[config.mk]
export PLATFORM = sky130hd
export DESIGN_NAME = asm_trail
export DESIGN_NICKNAME = d
export VERILOG_FILES = /design/src/rtl/asm_pkg.sv /design/src/rtl/asm_extend.sv /design/src/rtl/asm_collect.sv /design/src/rtl/asm_trail.sv
export SDC_FILE = /design/constraint.sdc
export NUM_CORES = 1
export LEC_CHECK = 0
export BUFFER_PORTS_ARGS = -buffer_cell sky130_fd_sc_hd__buf_4
export CORE_ASPECT_RATIO = 1.75
export CORE_MARGIN = 8
export CORE_UTILIZATION = 41
export DETAILED_ROUTE_END_ITERATION = 10
export GPL_ROUTABILITY_DRIVEN = 0
export SLEW_MARGIN = 20
export SYNTH_ARGS = -nofsm -noshare
export SYNTH_HDL_FRONTEND = slang
export SYNTH_SLANG_ARGS = --single-unit
[constraint.sdc]
create_clock -name clk -period 3.95 [get_ports clk]
set_input_delay 0.5925 -clock clk [delete_from_list [all_inputs] [get_ports clk]]
set_output_delay 0.5925 -clock clk [all_outputs]
set_load 0.02 [all_outputs]
[src/rtl/asm_pkg.sv]
package asm_pkg;

  typedef enum logic [1:0] {
    SZ_NONE  = 2'd0,
    SZ_BYTE  = 2'd1,
    SZ_WORD  = 2'd2,
    SZ_DWORD = 2'd3
  } size_e;

  // Byte count carried by a size code
  function automatic logic [2:0] size_bytes(input size_e s);
    case (s)
      SZ_BYTE:  return 3'd1;
      SZ_WORD:  return 3'd2;
      SZ_DWORD: return 3'd4;
      default:  return 3'd0;
    endcase
  endfunction

endpackage

[src/rtl/asm_extend.sv]
module asm_extend
  import asm_pkg::*;
#(
  parameter int W = 32
) (
  input  logic [W-1:0] raw_i,
  input  size_e        size_i,
  input  logic         sext_i,
  output logic [W-1:0] val_o
);

  localparam int SH_W = $clog2(W + 1);

  logic [SH_W-1:0] n_bits;
  logic [SH_W-1:0] pad;
  logic [W-1:0]    mask;
  logic [W-1:0]    lifted;

  always_comb begin
    n_bits = SH_W'({size_bytes(size_i), 3'b000});
    pad    = SH_W'(W) - n_bits;
    mask   = ~({W{1'b1}} << n_bits);
    lifted = raw_i << pad;
    if (sext_i && n_bits != '0)
      val_o = W'($signed(lifted) >>> pad);
    else
      val_o = raw_i & mask;
  end

endmodule

[src/rtl/asm_collect.sv]
module asm_collect #(
  parameter int ACC_BYTES = 8,
  localparam int ACC_W = ACC_BYTES * 8,
  localparam int CNT_W = $clog2(ACC_BYTES + 1)
) (
  input  logic             clk,
  input  logic             rst_n,
  input  logic             start_i,
  input  logic [CNT_W-1:0] need_i,
  input  logic             byte_valid_i,
  input  logic [7:0]       byte_i,
  output logic [ACC_W-1:0] acc_o,
  output logic             done_o,
  output logic [CNT_W-1:0] left_o
);

  logic             busy_q, busy_d;
  logic [CNT_W-1:0] cnt_q, cnt_d;
  logic [CNT_W-1:0] need_q, need_d;
  logic [ACC_W-1:0] acc_q, acc_d;
  logic             take;

  assign done_o = busy_q && (cnt_q == need_q);
  assign left_o = busy_q ? (need_q - cnt_q) : '0;
  assign acc_o  = acc_q;
  assign take   = busy_q && !done_o && byte_valid_i;

  always_comb begin
    busy_d = busy_q;
    cnt_d  = cnt_q;
    need_d = need_q;
    acc_d  = acc_q;
    if (start_i) begin
      busy_d = 1'b1;
      cnt_d  = '0;
      need_d = need_i;
      acc_d  = '0;
    end else if (done_o) begin
      busy_d = 1'b0;
      cnt_d  = '0;
      need_d = '0;
      acc_d  = '0;
    end else if (take) begin
      cnt_d = cnt_q + 1'b1;
      for (int i = 0; i < ACC_BYTES; i++)
        if (cnt_q == CNT_W'(i)) acc_d[i*8 +: 8] = byte_i;
    end
  end

  always_ff @(posedge clk or negedge rst_n) begin
    if (!rst_n) begin
      busy_q <= 1'b0;
      cnt_q  <= '0;
      need_q <= '0;
      acc_q  <= '0;
    end else begin
      busy_q <= busy_d;
      cnt_q  <= cnt_d;
      need_q <= need_d;
      acc_q  <= acc_d;
    end
  end


  done_pulse_chk: assert property (@(posedge clk) disable iff (!rst_n)
    (done_o && !start_i) |=> !done_o);


  left_step_chk: assert property (@(posedge clk) disable iff (!rst_n)
    (take && !start_i) |=> (left_o == $past(left_o) - 1'b1));


  left_hold_chk: assert property (@(posedge clk) disable iff (!rst_n)
    (busy_q && !done_o && !byte_valid_i && !start_i) |=> $stable(left_o));


  clear_chk: assert property (@(posedge clk) disable iff (!rst_n)
    (done_o && !start_i) |=> (left_o == '0 && acc_o == '0));

endmodule

[src/rtl/asm_trail.sv]
module asm_trail
  import asm_pkg::*;
#(
  parameter int ACC_BYTES = 8,
  parameter int OUT_W     = 32
) (
  input  logic        clk,
  input  logic        rst_n,
  input  logic        start,
  input  logic [1:0]  disp_size,
  input  logic [1:0]  imm_size,
  input  logic [1:0]  data_size,
  input  logic        disp_sext,
  input  logic        imm_sext,
  input  logic        byte_valid,
  input  logic [7:0]  byte_in,
  output logic [31:0] disp_out,
  output logic [31:0] imm_out,
  output logic        done,
  output logic [3:0]  bytes_left
);

  localparam int ACC_W = ACC_BYTES * 8;
  localparam int CNT_W = $clog2(ACC_BYTES + 1);
  localparam int SH_W  = $clog2(ACC_W);

  // reset: asserted asynchronously, released on the clock
  logic [1:0] rst_sync_q;
  logic       rst_n_s;

  always_ff @(posedge clk or negedge rst_n) begin
    if (!rst_n) rst_sync_q <= 2'b00;
    else        rst_sync_q <= {rst_sync_q[0], 1'b1};
  end
  assign rst_n_s = rst_sync_q[1];

  // per-instruction configuration
  size_e dsz_q, dsz_d, isz_q, isz_d, dat_q, dat_d;
  logic  dsx_q, dsx_d, isx_q, isx_d;

  always_comb begin
    dsz_d = dsz_q;
    isz_d = isz_q;
    dat_d = dat_q;
    dsx_d = dsx_q;
    isx_d = isx_q;
    if (start) begin
      dsz_d = size_e'(disp_size);
      isz_d = size_e'(imm_size);
      dat_d = size_e'(data_size);
      dsx_d = disp_sext;
      isx_d = imm_sext;
    end
  end

  always_ff @(posedge clk or negedge rst_n_s) begin
    if (!rst_n_s) begin
      dsz_q <= SZ_NONE;
      isz_q <= SZ_NONE;
      dat_q <= SZ_NONE;
      dsx_q <= 1'b0;
      isx_q <= 1'b0;
    end else begin
      dsz_q <= dsz_d;
      isz_q <= isz_d;
      dat_q <= dat_d;
      dsx_q <= dsx_d;
      isx_q <= isx_d;
    end
  end

  // total byte requirement from the incoming sizes
  logic [CNT_W-1:0] need;
  assign need = CNT_W'(size_bytes(size_e'(disp_size)))
              + CNT_W'(size_bytes(size_e'(imm_size)));

  logic [ACC_W-1:0] acc;
  logic             fin;
  logic [CNT_W-1:0] left;

  asm_collect #(.ACC_BYTES(ACC_BYTES)) u_collect (
    .clk          (clk),
    .rst_n        (rst_n_s),
    .start_i      (start),
    .need_i       (need),
    .byte_valid_i (byte_valid),
    .byte_i       (byte_in),
    .acc_o        (acc),
    .done_o       (fin),
    .left_o       (left)
  );

  // field split: immediate follows the displacement bytes
  logic [SH_W-1:0]  disp_shift;
  logic [ACC_W-1:0] rest;
  logic             imm_sx_en;
  logic [OUT_W-1:0] disp_ext, imm_ext;

  assign disp_shift = SH_W'({size_bytes(dsz_q), 3'b000});
  assign rest       = acc >> disp_shift;
  assign imm_sx_en  = isx_q && (isz_q != dat_q);

  asm_extend #(.W(OUT_W)) u_disp_ext (
    .raw_i  (acc[OUT_W-1:0]),
    .size_i (dsz_q),
    .sext_i (dsx_q),
    .val_o  (disp_ext)
  );

  asm_extend #(.W(OUT_W)) u_imm_ext (
    .raw_i  (rest[OUT_W-1:0]),
    .size_i (isz_q),
    .sext_i (imm_sx_en),
    .val_o  (imm_ext)
  );

  assign done       = fin;
  assign disp_out   = fin ? 32'(disp_ext) : '0;
  assign imm_out    = fin ? 32'(imm_ext) : '0;
  assign bytes_left = 4'(left);


  quiet_out_chk: assert property (@(posedge clk) disable iff (!rst_n_s)
    !done |-> (disp_out == '0 && imm_out == '0));


  imm_zext_chk: assert property (@(posedge clk) disable iff (!rst_n_s)
    (done && isz_q == SZ_BYTE && !imm_sx_en) |-> (imm_out[31:8] == '0));


  disp_byte_chk: assert property (@(posedge clk) disable iff (!rst_n_s)
    (done && dsz_q == SZ_BYTE && dsx_q) |-> (disp_out[31:8] == {24{disp_out[7]}}));

endmodule

Word-level counts from Yosys, hierarchy flattened:

Index checks and enable logic that the tools add are counted.

* muxes and demuxes: 27
* add/subtract/negate cells: 5
* shifts and indexed selects: 7
* equality and inequality tests: 21
* reduce and logical (&&, ||, !) cells: 28
* bitwise gates (word level): 4

Operators by type and width (count)
* $mux 64: 3
* $mux 32: 4
* $and 32x32->32: 2
* $mux 8: 8
* $not 32->32: 2
* $shl 32x6->32: 2
* $shl 32x6->32 const A: 2
* $shr 64x6->32: 1
* $sshr 32x6->32: 2
* $pmux 3 s3: 4
* $reduce_bool 3->1: 11
* $mux 4: 6
* $eq 2x2->1 const B: 8
* $eq 4x3->1 const B: 4
* $reduce_and 2->1: 8
* $sub 6x6->6 const A: 2
* $eq 2x1->1 const B: 4
* $eq 4x2->1 const B: 2
* $logic_and 1x1->1: 6
* $add 3x3->4: 1
* $add 4x1->4 const B: 1
* $eq 4x1->1 const B: 1
* $eq 4x4->1: 1
* $logic_not 4->1: 1
* 5 further kinds: 6

* logic and storage cells: 109
* register bits: 83
* input port bits: 20
* output and inout bits: 69

Logic depth before layout (Yosys ltp):

* depth after elaboration: 8
* gate-level depth with buffers: 11
* gate-level depth less buffers: 8

By module:

From an unflattened synthesis, not the netlist that was laid out.

* cell total of the unflattened synthesis: 797
* area, all modules: 7678.6 sq um

By module, submodules not included
* asm_collect: seq. area each 1826.8 sq um, area an instance 3447.1 sq um, times used 1, cells an instance 299
* asm_extend: seq. area each 0.0 sq um, area an instance 1228.7 sq um, times used 2, cells an instance 174
* asm_trail: seq. area each 250.2 sq um, area an instance 1774.2 sq um, times used 1, cells an instance 150

Worst setup path after synthesis:

OpenSTA, ideal clock, no wires.

* path type: reg-to-output
* start point: register u_collect.cnt_q[2]
* end point: output port imm_out[24]
* path slack: 0.955 ns
* arrival: 2.403 ns
* stages on the path, launching flop included: 10
* path buffers: 2
* data required time: 3.357 ns
* path through: dfrtp_1 -> inv_1 -> ha_1 -> and3_1 -> nand3_2 -> inv_2 -> buf_4 -> nand2_1 -> clkbuf_1 -> a21oi_1

* cells in the longest elaborated chain, start to end: 3

RTL lines
* start, declared: line asm_collect.sv:18 `logic [CNT_W-1:0] cnt_q, cnt_d;`
* start signal, assigned: line asm_collect.sv:58 `cnt_q <= cnt_d;`
* $eq 4x4->1: line asm_collect.sv:23 `assign done_o = busy_q && (cnt_q == need_q);`
* $logic_and 1x1->1: line asm_collect.sv:23
* named net done: line asm_trail.sv:19 `output logic done,`
* $mux 32: line asm_trail.sv:119 `assign imm_out = fin ? 32'(imm_ext) : '0;`
* end, declared: line asm_trail.sv:18 `output logic [31:0] imm_out,`

The timed path passes the listed nets, and every way through them passes these cells.

Worst setup path after layout:

* start point: register dsz_q[0]
* end point: output port imm_out[11]

* cells in the longest elaborated chain, start to end: 7

RTL lines
* start, declared: line asm_trail.sv:38 `size_e dsz_q, dsz_d, isz_q, isz_d, dat_q, dat_d;`
* start signal, assigned: line asm_trail.sv:64 `dsz_q <= dsz_d;`
* $eq 2x2->1 / $eq 2x1->1 (equally long branches): line asm_pkg.sv:12 `case (s)`
* $pmux 3 s3 (*): line asm_pkg.sv:12
* $shr 64x6->32 (*): line asm_trail.sv:100 `assign rest = acc >> disp_shift;`
* $shl 32x6->32: line asm_extend.sv:23 `lifted = raw_i << pad;`
* $sshr 32x6->32: line asm_extend.sv:25 `val_o = W'($signed(lifted) >>> pad);`
* $mux 32 (*): line asm_extend.sv:24 `if (sext_i && n_bits != '0)`
* $mux 32 (*): line asm_trail.sv:119

Mark *: on every way between the ends. The rest lies on a longest branch, timed or not.

==> impl_metrics.csv <==
group,metric,value,unit
sta,final-hold-violation-count,0,
worst_setup_path,slowest_stage,"ha_1",
power_and_ir_drop,peakVddDrop,0.180,mV
sta,finalClockSkew,0.0118,ns
die,initial_core_util,41.3,%
worst_setup_path,critical_path.cell_chain,"inv_1 -> ha_1 -> nor2_1 -> a22o_1 -> nor4_4 -> nand3_1 -> a21oi_1 -> buf_4",
cells_and_area,final_cell_mix,"104 x buf_4, 88 x o21ai_0, 82 x dfrtp_1",
sta,relSlewSlack,42.5,%
cts,root_buffer,"clkbuf_16",
synth,synth.distinct_cells,78,
placement,dp_cells,1073,
cts,numCtsBuffers,9,
detailed_routing,firstDrtPassIters,5,
sta,finalSetupViolations,0,
worst_setup_path,crit_buf_inv,2,
grt,grt-ovfl-total,0,
worst_setup_path,worstPathArrival,3.20,ns
worst_setup_path,path_class,"flop to output pin",
power_and_ir_drop,leakagePower,3.24,nW
die,die_x,114,um
synth,syn_inst,805,
cells_and_area,layout_commonest_cell,"buf_4",
power_and_ir_drop,power,3.21,mW
synth,ys_seq_elements,83,
worst_setup_path,cp_max_fo,12,
cells_and_area,design_area,0.00801,mm2
detailed_routing,drt_iter0_drc,440,
detailed_routing,drc,0,
die,fp.dieArea,0.0215,mm2
die,rows,63,
cells_and_area,layout.cells.non_filler,1089,
cts,cts_hold_buffers,0,
run_status,status,"complete, no violations",
grt,antenna_found_initial,0,
sta,layout_min_cycle_time,3.80,ns
cells_and_area,diodes,0,
detailed_routing,viasPerCell,6.09,
detailed_routing,wl_per_cell,22.8,um
worst_setup_path,critPathMaxStageDelay,0.56,ns
worst_setup_path,worst_setup_path_end_kind,"output pin",
synth,synth_area,0.00693,mm2
synth,syn_avg_cell_area,8.61,um2
cts,clock_path_buffers,2,
placement,placed_cell_area,0.00771,mm2
cells_and_area,final_nets,899,
sta,period_share,96.1,%
die,core-area,0.0168,mm2
grt,grt_max_degree,59,
sta,tightest_slew,0.859,ns
grt,grt_usage,23.4,%
detailed_routing,vias,6628,
synth,synth_fp_nets,847,
die,num_io_pins,89,
cts,cts_setup_buffers,0,
power_and_ir_drop,power.density,400,mW/mm2
cells_and_area,layout-drive-gt1-share,22.3,%
synth,synth_edf_count,0,
sta,finalWorstSetupSlack,0.155,ns
cts,worstSkewPairLatency,0.36,ns
detailed_routing,ant_nets,0,
placement,place_ws,0.558,ns
detailed_routing,wl,24800,um
placement,io_buffer_count,88,
worst_setup_path,cp.required,3.36,ns
sta,setup-tns-final,0,ns
sta,max_freq,263,MHz
cts,cts_sinks,83,
cts,cts_tree,"done",
cts,h-tree-depth,3,
cells_and_area,syn_to_final_growth,15.7,%
grt,grt_pass1_wl,38500,um
worst_setup_path,critPathTopFamily,"simple AND/OR/NAND/NOR gates",
die,dieHeight,188,um
synth,synthFlopType,"dfrtp_1",
synth,yosys_warnings,0,
run,max-cap-violations,0,
hold_path,holdCritPathClass,"input port to async pin",
cts,clk_pin_slew,0.07,ns
sta,rsz0062_at_grt,"no",
cts,cts_resized,0,
synth,synthArstFlopShare,100,%
sta,drv_slew,0,
placement,hpwlAfterDp,18900,um
synth,ys_seq_area_share,30.0,%
grt,grt_pass1_vias,6643,
worst_setup_path,cp-start-kind,"flop",
## logic make-up (layout without fill, tap and decap cells)
| family | after synthesis | count (layout) | share of synthesized area (%) |
|---|---|---|---|
| fa+ha+maj | 22 | 22 | 4.19 |
| mux | 79 | 79 | 15.1 |
| flops | 83 | 83 | 30.0 |
| simple gates | 270 | 270 | 19.5 |
| compound gates | 250 | 250 | 23.6 |
| other cells | 1 | 1 | 0.0541 |
| buf+inv | 90 | 147 | 6.30 |
| xor+xnor | 10 | 10 | 1.26 |
## cells in the mapped netlist (10+ instances only)
cell type / number / share of area [%]
o21ai_0: 88 / 6.4
dfrtp_1: 83 / 30
nand2_1: 76 / 4.1
nand3_1: 73 / 5.3
a21oi_1: 50 / 3.6
nor2_1: 50 / 2.7
mux2i_1: 42 / 6.1
clkbuf_1: 34 / 1.8
a211oi_1: 30 / 3.3
inv_1: 24 / 1.3
ha_1: 20 / 3.6
mux2_2: 18 / 2.9
mux4_2: 17 / 5.5
nor2b_1: 16 / 1.4
buf_2: 13 / 0.94
nand2b_1: 13 / 1.2
o22ai_1: 10 / 0.90
## state kept, by name (all words and copies together) (netlist names), 2 cells and up
register	flops
u_collect.need_q	4
rst_sync_q	2
dsz_q	2
u_collect.acc_o	64
u_collect.cnt_q	4
isz_q	2
dat_q	2
## worst reg2reg max path, stage by stage (launching register included)
cell	delay, ns
dfrtp_1	0.50
inv_1	0.14
ha_1	0.35
and3_1	0.22
nand3_2	0.09
inv_2	0.15
nor2_4	0.56
nand2_1	0.44
o21ai_0	0.29
## area by class of cell
type                            instances  area, um2
Fill cell                            1660       8780
Multi-Input combinational cell        632       4430
Sequential cell                        83       2080
Timing Repair Buffer                  106        821
Tap cell                              227        284
Clock buffer                            9        225
Inverter                               25       93.8
Clock inverter                          7       81.3
## routing by layer
| metal | share of wire [%] | GRT usage [%] |
|---|---|---|
| met1 | 37 | 26.4 |
| met2 | 53 | 40.9 |
| met3 | 5.2 | 3.06 |
| met4 | 4.8 | 13.6 |
| met5 | 0 | 0 |
## metrics by stage
| step | hold WS (ns) | utilization (%) |
|---|---|---|
| 2_1_floorplan | 0.297 | - |
| 3_3_place_gp | 0.337 | 45.9 |
| 3_5_place_dp | 0.342 | 45.9 |
| 4_1_cts | 0.00483 | 47.7 |
| 5_1_grt | 0.00537 | 47.7 |
| 6_report | 0.0120 | 47.7 |
## report_power, final
| group | internal (mW) | leakage (nW) | switching, mW |
|---|---|---|---|
| clock network | 0.502 | 0.153 | 0.393 |
| registers | 0.899 | 1.13 | 0.0924 |
| logic | 0.428 | 1.96 | 0.892 |
## path summary, 6_finish.rpt
check | cells after the start | startpoint | end | slack (ns)
min in group clk | 0 | rst_sync_q[0] | rst_sync_q[1] | 0.35
hold reg to reg | 0 | rst_sync_q[0] | rst_sync_q[1] | 0.35
setup / recovery | 8 | dsz_q[0] | imm_out[11] | 0.15
hold / removal | 1 | rst_n | rst_sync_q[1] | 0.01
max in group asynchronous | 1 | rst_sync_q[1] | u_collect.need_q[3] | 2.67
setup reg to reg | 8 | u_collect.cnt_q[2] | u_collect.acc_o[38] | 1.13
Power figures use the tool's default switching activity.
